$ cat src/rtl/dsp_tx_pkg.sv
package dsp_tx_pkg;
  typedef enum logic [1:0] {
    WL_16 = 2'd0,
    WL_20 = 2'd1,
    WL_24 = 2'd2,
    WL_32 = 2'd3
  } wl_code_e;

  // Number of bits in one channel word for a given code.
  function automatic int unsigned word_bits(input logic [1:0] code);
    case (code)
      2'd0:    return 16;
      2'd1:    return 20;
      2'd2:    return 24;
      default: return 32;
    endcase
  endfunction
endpackage

$ cat src/rtl/dsp_tx_edges.sv
module dsp_tx_edges (
  input  logic clk,
  input  logic rst,
  input  logic bclk,
  input  logic fsync,
  output logic bit_tick,
  output logic frame_tick
);
  logic bclk_q;
  logic fs_q;

  always_ff @(posedge clk) begin
    if (rst) begin
      bclk_q <= 1'b0;
      fs_q   <= 1'b0;
    end else begin
      bclk_q <= bclk;
      fs_q   <= fsync;
    end
  end

  // a falling edge of the bit clock, seen from the system clock
  assign bit_tick   = bclk_q & ~bclk;
  // frame sync rising together with the bit-clock fall
  assign frame_tick = bit_tick & fsync & ~fs_q;
endmodule

$ cat src/rtl/dsp_tx_stage.sv
module dsp_tx_stage #(
  parameter int MAX_W = 32,
  parameter int LEN_W = 7
) (
  input  logic                 clk,
  input  logic                 rst,
  input  logic                 sample_valid,
  input  logic [MAX_W-1:0]     left_in,
  input  logic [MAX_W-1:0]     right_in,
  input  logic [LEN_W-1:0]     word_len,
  output logic [2*MAX_W-1:0]   frame_word
);
  logic [MAX_W-1:0]   left_stg;
  logic [MAX_W-1:0]   right_stg;
  logic [2*MAX_W-1:0] right_wide;

  // samples are stored only when strobed
  always_ff @(posedge clk) begin
    if (rst) begin
      left_stg  <= '0;
      right_stg <= '0;
    end else if (sample_valid) begin
      left_stg  <= left_in;
      right_stg <= right_in;
    end
  end

  // left word on top, right word packed directly below it
  always_comb begin
    right_wide = {right_stg, {MAX_W{1'b0}}} >> word_len;
    frame_word = ({left_stg, {MAX_W{1'b0}}} & ~({{MAX_W{1'b1}}, {MAX_W{1'b0}}} >> word_len))
               | right_wide;
  end
endmodule

$ cat src/rtl/dsp_tx_shift.sv
module dsp_tx_shift
  import dsp_tx_pkg::*;
#(
  parameter int MAX_W = 32,
  parameter int CNT_W = 7
) (
  input  logic               clk,
  input  logic               rst,
  input  logic               bit_tick,
  input  logic               frame_tick,
  input  logic [1:0]         wl_sel,
  input  logic [2*MAX_W-1:0] frame_word,
  output logic               sd_out,
  output logic               underrun
);
  localparam int FRAME_W = 2 * MAX_W;

  logic [FRAME_W-1:0] sh;
  logic [CNT_W-1:0]   sent;
  logic [CNT_W-1:0]   frame_len;
  logic [CNT_W-1:0]   next_len;

  assign next_len = CNT_W'(2 * word_bits(wl_sel));

  always_ff @(posedge clk) begin
    if (rst) begin
      sh        <= '0;
      sent      <= '1;
      frame_len <= '0;
      sd_out    <= 1'b0;
      underrun  <= 1'b0;
    end else if (frame_tick) begin
      // earlier frame not finished
      if (sent < frame_len) underrun <= 1'b1;
      // load, latch the length, emit left MSB now
      sd_out    <= frame_word[FRAME_W-1];
      sh        <= frame_word << 1;
      sent      <= CNT_W'(1);
      frame_len <= next_len;
    end else if (bit_tick) begin
      if (sent < frame_len) begin
        sd_out <= sh[FRAME_W-1];
        sh     <= sh << 1;
        sent   <= sent + CNT_W'(1);
      end else begin
        sd_out <= 1'b0;  // idle tail
      end
    end
  end
endmodule

$ cat src/rtl/dsp_tx_top.sv
module dsp_tx_top
  import dsp_tx_pkg::*;
#(
  parameter int MAX_W = 32
) (
  input  logic             clk,
  input  logic             rst,
  input  logic             bclk,
  input  logic             fsync,
  input  logic [1:0]       wl_sel,
  input  logic [MAX_W-1:0] left_in,
  input  logic [MAX_W-1:0] right_in,
  input  logic             sample_valid,
  output logic             sd_out,
  output logic             underrun
);
  localparam int CNT_W = $clog2(2 * MAX_W + 1);

  logic                 bit_tick;
  logic                 frame_tick;
  logic [2*MAX_W-1:0]   frame_word;
  logic [CNT_W-1:0]     word_len;

  assign word_len = CNT_W'(word_bits(wl_sel));

  dsp_tx_edges u_edges (
    .clk        (clk),
    .rst        (rst),
    .bclk       (bclk),
    .fsync      (fsync),
    .bit_tick   (bit_tick),
    .frame_tick (frame_tick)
  );

  dsp_tx_stage #(.MAX_W(MAX_W), .LEN_W(CNT_W)) u_stage (
    .clk          (clk),
    .rst          (rst),
    .sample_valid (sample_valid),
    .left_in      (left_in),
    .right_in     (right_in),
    .word_len     (word_len),
    .frame_word   (frame_word)
  );

  dsp_tx_shift #(.MAX_W(MAX_W), .CNT_W(CNT_W)) u_shift (
    .clk        (clk),
    .rst        (rst),
    .bit_tick   (bit_tick),
    .frame_tick (frame_tick),
    .wl_sel     (wl_sel),
    .frame_word (frame_word),
    .sd_out     (sd_out),
    .underrun   (underrun)
  );
endmodule

$ cat config.mk
export PLATFORM = sky130hd
export DESIGN_NAME = dsp_tx_top
export DESIGN_NICKNAME = d
export VERILOG_FILES = /design/src/rtl/dsp_tx_pkg.sv /design/src/rtl/dsp_tx_edges.sv /design/src/rtl/dsp_tx_stage.sv /design/src/rtl/dsp_tx_shift.sv /design/src/rtl/dsp_tx_top.sv
export SDC_FILE = /design/constraint.sdc
export NUM_CORES = 1
export LEC_CHECK = 0
export BUFFER_PORTS_ARGS = -buffer_cell sky130_fd_sc_hd__buf_4
export CORE_MARGIN = 2
export CORE_UTILIZATION = 59
export DETAILED_ROUTE_END_ITERATION = 10
export GPL_TIMING_DRIVEN = 0
export HOLD_SLACK_MARGIN = 0.05
export PLACE_DENSITY = 0.8
export REMOVE_ABC_BUFFERS = 1
export SLEW_MARGIN = 20
export SYNTH_ARGS = -nofsm -noshare
export SYNTH_HDL_FRONTEND = slang
export SYNTH_SLANG_ARGS = --single-unit
$ cat constraint.sdc
create_clock -name clk -period 2.6 [get_ports clk]
set_input_delay 0.26 -clock clk [delete_from_list [all_inputs] [get_ports clk]]
set_output_delay 0.26 -clock clk [all_outputs]
set_load 0.05 [all_outputs]
======== Yosys cells after proc, flatten, opt, wreduce, memory -nomap -nowiden ========
Cells that the tools add are included.
storage, ports and cells
  output and inout port bits .............. 2
  register bits after elaboration ......... 144
  logic and storage cells ................. 41
  input port bits ......................... 71
cells by class
  bitwise gates (word level) .............. 8
  shifts and indexed selects .............. 2
  equal/unequal tests ..................... 2
  reductions and logical operators ........ 7
  muxes and demuxes ....................... 10
  magnitude comparators ................... 1
  add/subtract/negate cells ............... 1
operator list
  kind                                                                   number
  64-bit two-way mux                                                     3
  64-bit AND                                                             1
  64-bit inverter                                                        1
  64-bit bitwise OR                                                      1
  64-bit by 7-bit >> shifter with 64-bit output                          1
  64-bit by 7-bit >> shifter with 64-bit output, first input constant    1
  7-bit two-way mux                                                      3
  6-bit one-hot mux with 3 select lines                                  1
  7-bit by 1-bit adder with 7-bit output, second input constant          1
  7-bit less-than comparator                                             1
  2-bit AND reduction                                                    3
  2-bit nonzero test                                                     2
  1-bit AND                                                              3
  1-bit two-way mux                                                      3
  2-bit by 1-bit equality test with 1-bit output, second input constant  1
  2-bit equality test, second input constant                             1
  2-bit logical NOT                                                      1
  1-bit inverter                                                         2
  2-bit OR reduction                                                     1

======== Depth between registers and ports, before layout ========
  depth in word-level cells ............... 7
  depth in mapped cells ................... 8
  gate-level depth less buffers ........... 6

======== Modules after synthesis ========
From an unflattened synthesis, not the netlist that was laid out.
second synthesis, totals
  cell total of the unflattened synthesis .. 1,034
  area total of the unflattened synthesis .. 9,296.4 um^2
by module, submodules not included
  module        sequential area each (um^2)  instances  area each (um^2)  cells each
  dsp_tx_stage  1,281.2                      1          5,501.5           657
  dsp_tx_shift  1,521.5                      1          3,692.3           366
  dsp_tx_edges  40.0                         1          72.6              6
  dsp_tx_top    0.0                          1          30.0              5

======== Least setup slack after synthesis ========
OpenSTA, ideal clock, no wires.
  path type ............................... flip-flop to flip-flop
  from .................................... reg u_shift.frame_len[6]
  to ...................................... reg u_shift.sent[6]
  path buffers ............................ 2
  period minus slack after synthesis ...... 1.823 ns
  setup slack ............................. 0.777 ns
  arrival time ............................ 1.699 ns
  setup time .............................. 0.124 ns
  stages on the path, launching flop included .. 9
  data required time ...................... 2.476 ns
  cells stage by stage .................... dfxtp_1 > inv_1 > ha_1 > a21oi_1 > o211ai_2 > buf_4 > buf_4 > o211ai_1 > nand3_1
on the way
  cells in the longest elaborated chain, start to end .. 3
ends and longest elaborated chain
  item                           RTL line            text
  from (decl)                    dsp_tx_shift.sv:20  logic [CNT_W-1:0] frame_len;
  from (signal assigned)         dsp_tx_shift.sv:39  frame_len <= next_len;
  7-bit less-than comparator     dsp_tx_shift.sv:41  if (sent < frame_len) begin
  2-bit nonzero test (no line)   -
  2-bit AND reduction (no line)  -
  to (signal assigned)           dsp_tx_shift.sv:44  sent <= sent + CNT_W'(1);
  to (decl)                      dsp_tx_shift.sv:19  logic [CNT_W-1:0] sent;
Every way passes these cells.
A chain may end at the register's enable or synchronous reset.

======== Worst setup path after layout ========
  from .................................... reg u_shift.sent[4]
  to ...................................... reg u_shift.sh[13]
on the way
  cells in the longest elaborated chain, start to end .. 3
ends and longest elaborated chain
  item                           RTL line            text
  7-bit less-than comparator     dsp_tx_shift.sv:41
  2-bit nonzero test (no line)   -
  2-bit AND reduction (no line)  -
  to (signal assigned)           dsp_tx_shift.sv:37  sh <= frame_word << 1;
  to (signal assigned)           dsp_tx_shift.sv:43  sh <= sh << 1;
  to (decl)                      dsp_tx_shift.sv:18  logic [FRAME_W-1:0] sh;
Every way passes these cells.

==> results.md <==
* Status: finished, final reports clean
* Final period util at a little over nine tenths
* Final net count at a little over 800
* Startpoint Class: register
* Share of the yosys chip area belonging to registers at around two fifths
* H-Tree Depth at 4
* Global-route wire length before repair at between 20,000 and 30,000 um
* Async set-reset flop share out of synthesis at 0%
* Clock-pin transition on the worst setup and hold timing paths at roughly 60 ps
* Unique masters post-synth at between 40 and 50
* Core Util, Final at a little over two thirds
* Synth Register Bits at between 100 and 150
* Final setup fails at 0
* Antenna violations before repair at 0
* Share of cells above drive strength 1 at between 20% and 30%
* Mapped Cells at 709
* Worst path top cell family by delay: compound AO/OA/AOI/OAI gates
* Routed vias/inst at 6.194
* Post-Place Cells at 860
* Synth Area per Inst at about 9.6 sq um
* GRT busiest layer: met2
* Hold Path Stages at 3
* YS warnings at 0
* Crit path capture type: register
* Total Routed Length at roughly 15,000 um
* Worst path depth at 5
* Diode count at 0
* Number of synthesized flops with an enable pin at 0
* Die W at about 110 um
* Antenna-violating nets left at 0
* PortBufs at between 70 and 80
* Setup tns final at 0 ps
* GR Util All Layers at 25.07%
* Power Total at 5.111 mW
* Worst hold path class: primary input to register
* Routed len/inst at 17.18 um
* Core ar. at between 10,000 and 15,000 sq um
* Critical path type: register to register
* Die area at between 10,000 and 15,000 sq um
* Area grow syn2layout at 16.11%
* Routing usage on met2 at ~40%
* Fmax at 394.3 MHz
* LEAKAGE at 3.236 nW
* Synth Cell Area at between 6000 and 7000 sq um
* Critical path's slowest cell: o211a_4
* Root buffer cell: clkbuf_16
* Hold buffers post-CTS at 0
* Cell area after layout at just under 8000 sq um
* RSZ-0062 raised after global routing: yes
* Starting DRC count in detailed routing at between 300 and 400
* DRT Pass-1 Iters at 5
* Clk_lat worst skew at 430 ps
* Gp weighted congestion at 0.7962
* CP arrival at 2810 ps
* Postcts setup bufs at 0
* Max-cap check violation count at 0
* Crit-path cells: ha_1, o211ai_1, o211a_4, nor3_1, a2111oi_1
* DR vias at between 5,000 and 6,000
* Placed inst area at around 7300 sq um
* Worst Max-Slew Pin Slew at approximately 1100 ps
* Gr ovfl total at 0
* WP data required at between 2000 and 3000 ps
* Buffers and inverters on the worst path at 0
* Met1 usage at between 30% and 40%
* FP Rows at 39
* Final Hold Fails at 0
* R2R setup slack at 60 ps
* TritonCTS Sinks at about 140
* Vias in the first global route at 5,303
* Slowest cell delay on critical path at around 730 ps
* FF-to-FF path depth at 5
* CP max FO at 66
* Post-route minimum period at 2536 ps
* Largest net degree at the start of global routing at 75
* Ports at 73
* Total CTS buffers at 17
* Slew Limit Fails at 0
* Maximum root-to-sink buffer count at 2
* DP HPWL at 9374 um
* Drc violations at 0
* Hold WS at 69.95 ps
* Starting Density at 59.88%
* Pwr/cell area at 649.4 nW/um^2
* Skew final at ~5.8 ps
* DIE HEIGHT at around 110 um
* VDD IR-drop max at around 580 uV
* CTS tree: yes
* Fin worst setup slack at 64.16 ps
* Setup WS pre-CTS at 45.68 ps
* Most used DFF post-synth: dfxtp_1
* Routing usage on met3 at around 5.1%
* Slew HR at between 20 and 30%
* Finished Layout Cells at between 800 and 900
* # fillers at about 860
* Post-cts resize count at 0
cells in the final DEF, fill, tap and decap left out, types with 2 or more instances in the layout:
cell type,n
a31oi_1,9
mux4_2,23
ha_1,4
clkinv_2,5
clkbuf_1,4
nor3_1,114
nand2_1,20
a21oi_1,16
a221oi_1,4
or4_1,2
nand3_1,14
a211oi_1,5
nand3b_1,2
mux2_2,11
clkbuf_16,17
and3_1,2
dfxtp_1,142
a21o_1,4
nor4_2,31
clkbuf_8,5
mux2i_1,69
nor2_1,109
buf_16,4
o211ai_1,3
nor4_1,25
inv_1,5
buf_4,71
nor2b_1,6
cell usage after synthesis, types with 8 or more instances:
cell type	count	area [sq um]
dfxtp_1	142	2843
nor3_1	114	570.6
nor2_1	109	409.1
mux2i_1	69	690.7
nor4_2	31	387.9
clkbuf_1	26	97.59
buf_2	25	125.1
nor4_1	25	156.4
mux4_2	23	518.0
nand2_1	20	75.07
a21oi_1	17	85.08
nand3_1	14	70.07
mux2_2	11	123.9
a31oi_1	9	56.30
buf_1	8	30.03
where the power goes:
| part | leakage [nW] | internal, mW | switching, mW |
|---|---|---|---|
| registers | 1.16 | 2.28 | 0.0873 |
| clock network | 0.270 | 1.34 | 0.885 |
| logic | 1.80 | 0.275 | 0.249 |
| total | 3.24 | 3.89 | 1.22 |
layer usage:
layer  share of wire [%]  routed length (um)
met1                  43                6606
met2                  50                7651
met3                 4.5                 688
met4                 2.5                 378
met5                   0                   0
path summary, 6_finish.rpt:
kind,startpoint,to
setup / recovery,u_shift.sent[4],u_shift.sh[13]
hold / removal,left_in[5],u_stage.left_stg[5]
setup reg to reg,u_shift.sent[4],u_shift.sh[13]
hold reg to reg,u_shift.frame_len[3],u_shift.frame_len[3]
worst min-delay path: stages:
cell and delay [ps]:
buf_4 70, mux2i_1 50, nor2_1 70
flip-flops by register name, indices dropped and copies added, names as in the netlist:
name and count:
u_shift.sent 7, u_stage.left_stg 32, u_shift.underrun 1, u_shift.sh 63, u_shift.frame_len 4, u_edges.fs_q 1, u_shift.sd_out 1, u_stage.right_stg 32
u_edges.bclk_q 1
final cells by class:
type                    instances  area (sq um)  area share (%)
flip-flops and latches        142          2843           36.12
inverters                       5         18.77          0.2384
well taps                     143         178.9           2.273
repair buffers                 77         674.4           8.568
clock buffers                  26         509.2           6.470
clock inverters                 6         32.53          0.4133
multi-input cells             493          3615           45.92
kinds of logic (layout without fill, tap and decap cells):
group / count (synthesis) / after routing / synth area share, %
compound gates: 52 / 52 / 5.389
xor+xnor: 1 / 1 / 0.1292
fa+ha+maj: 4 / 4 / 0.7383
buf+inv: 74 / 114 / 5.334
flops: 142 / 142 / 41.93
mux: 103 / 103 / 19.66
simple gates: 333 / 333 / 26.82
Note: power is estimated with default switching activity, not from simulation.
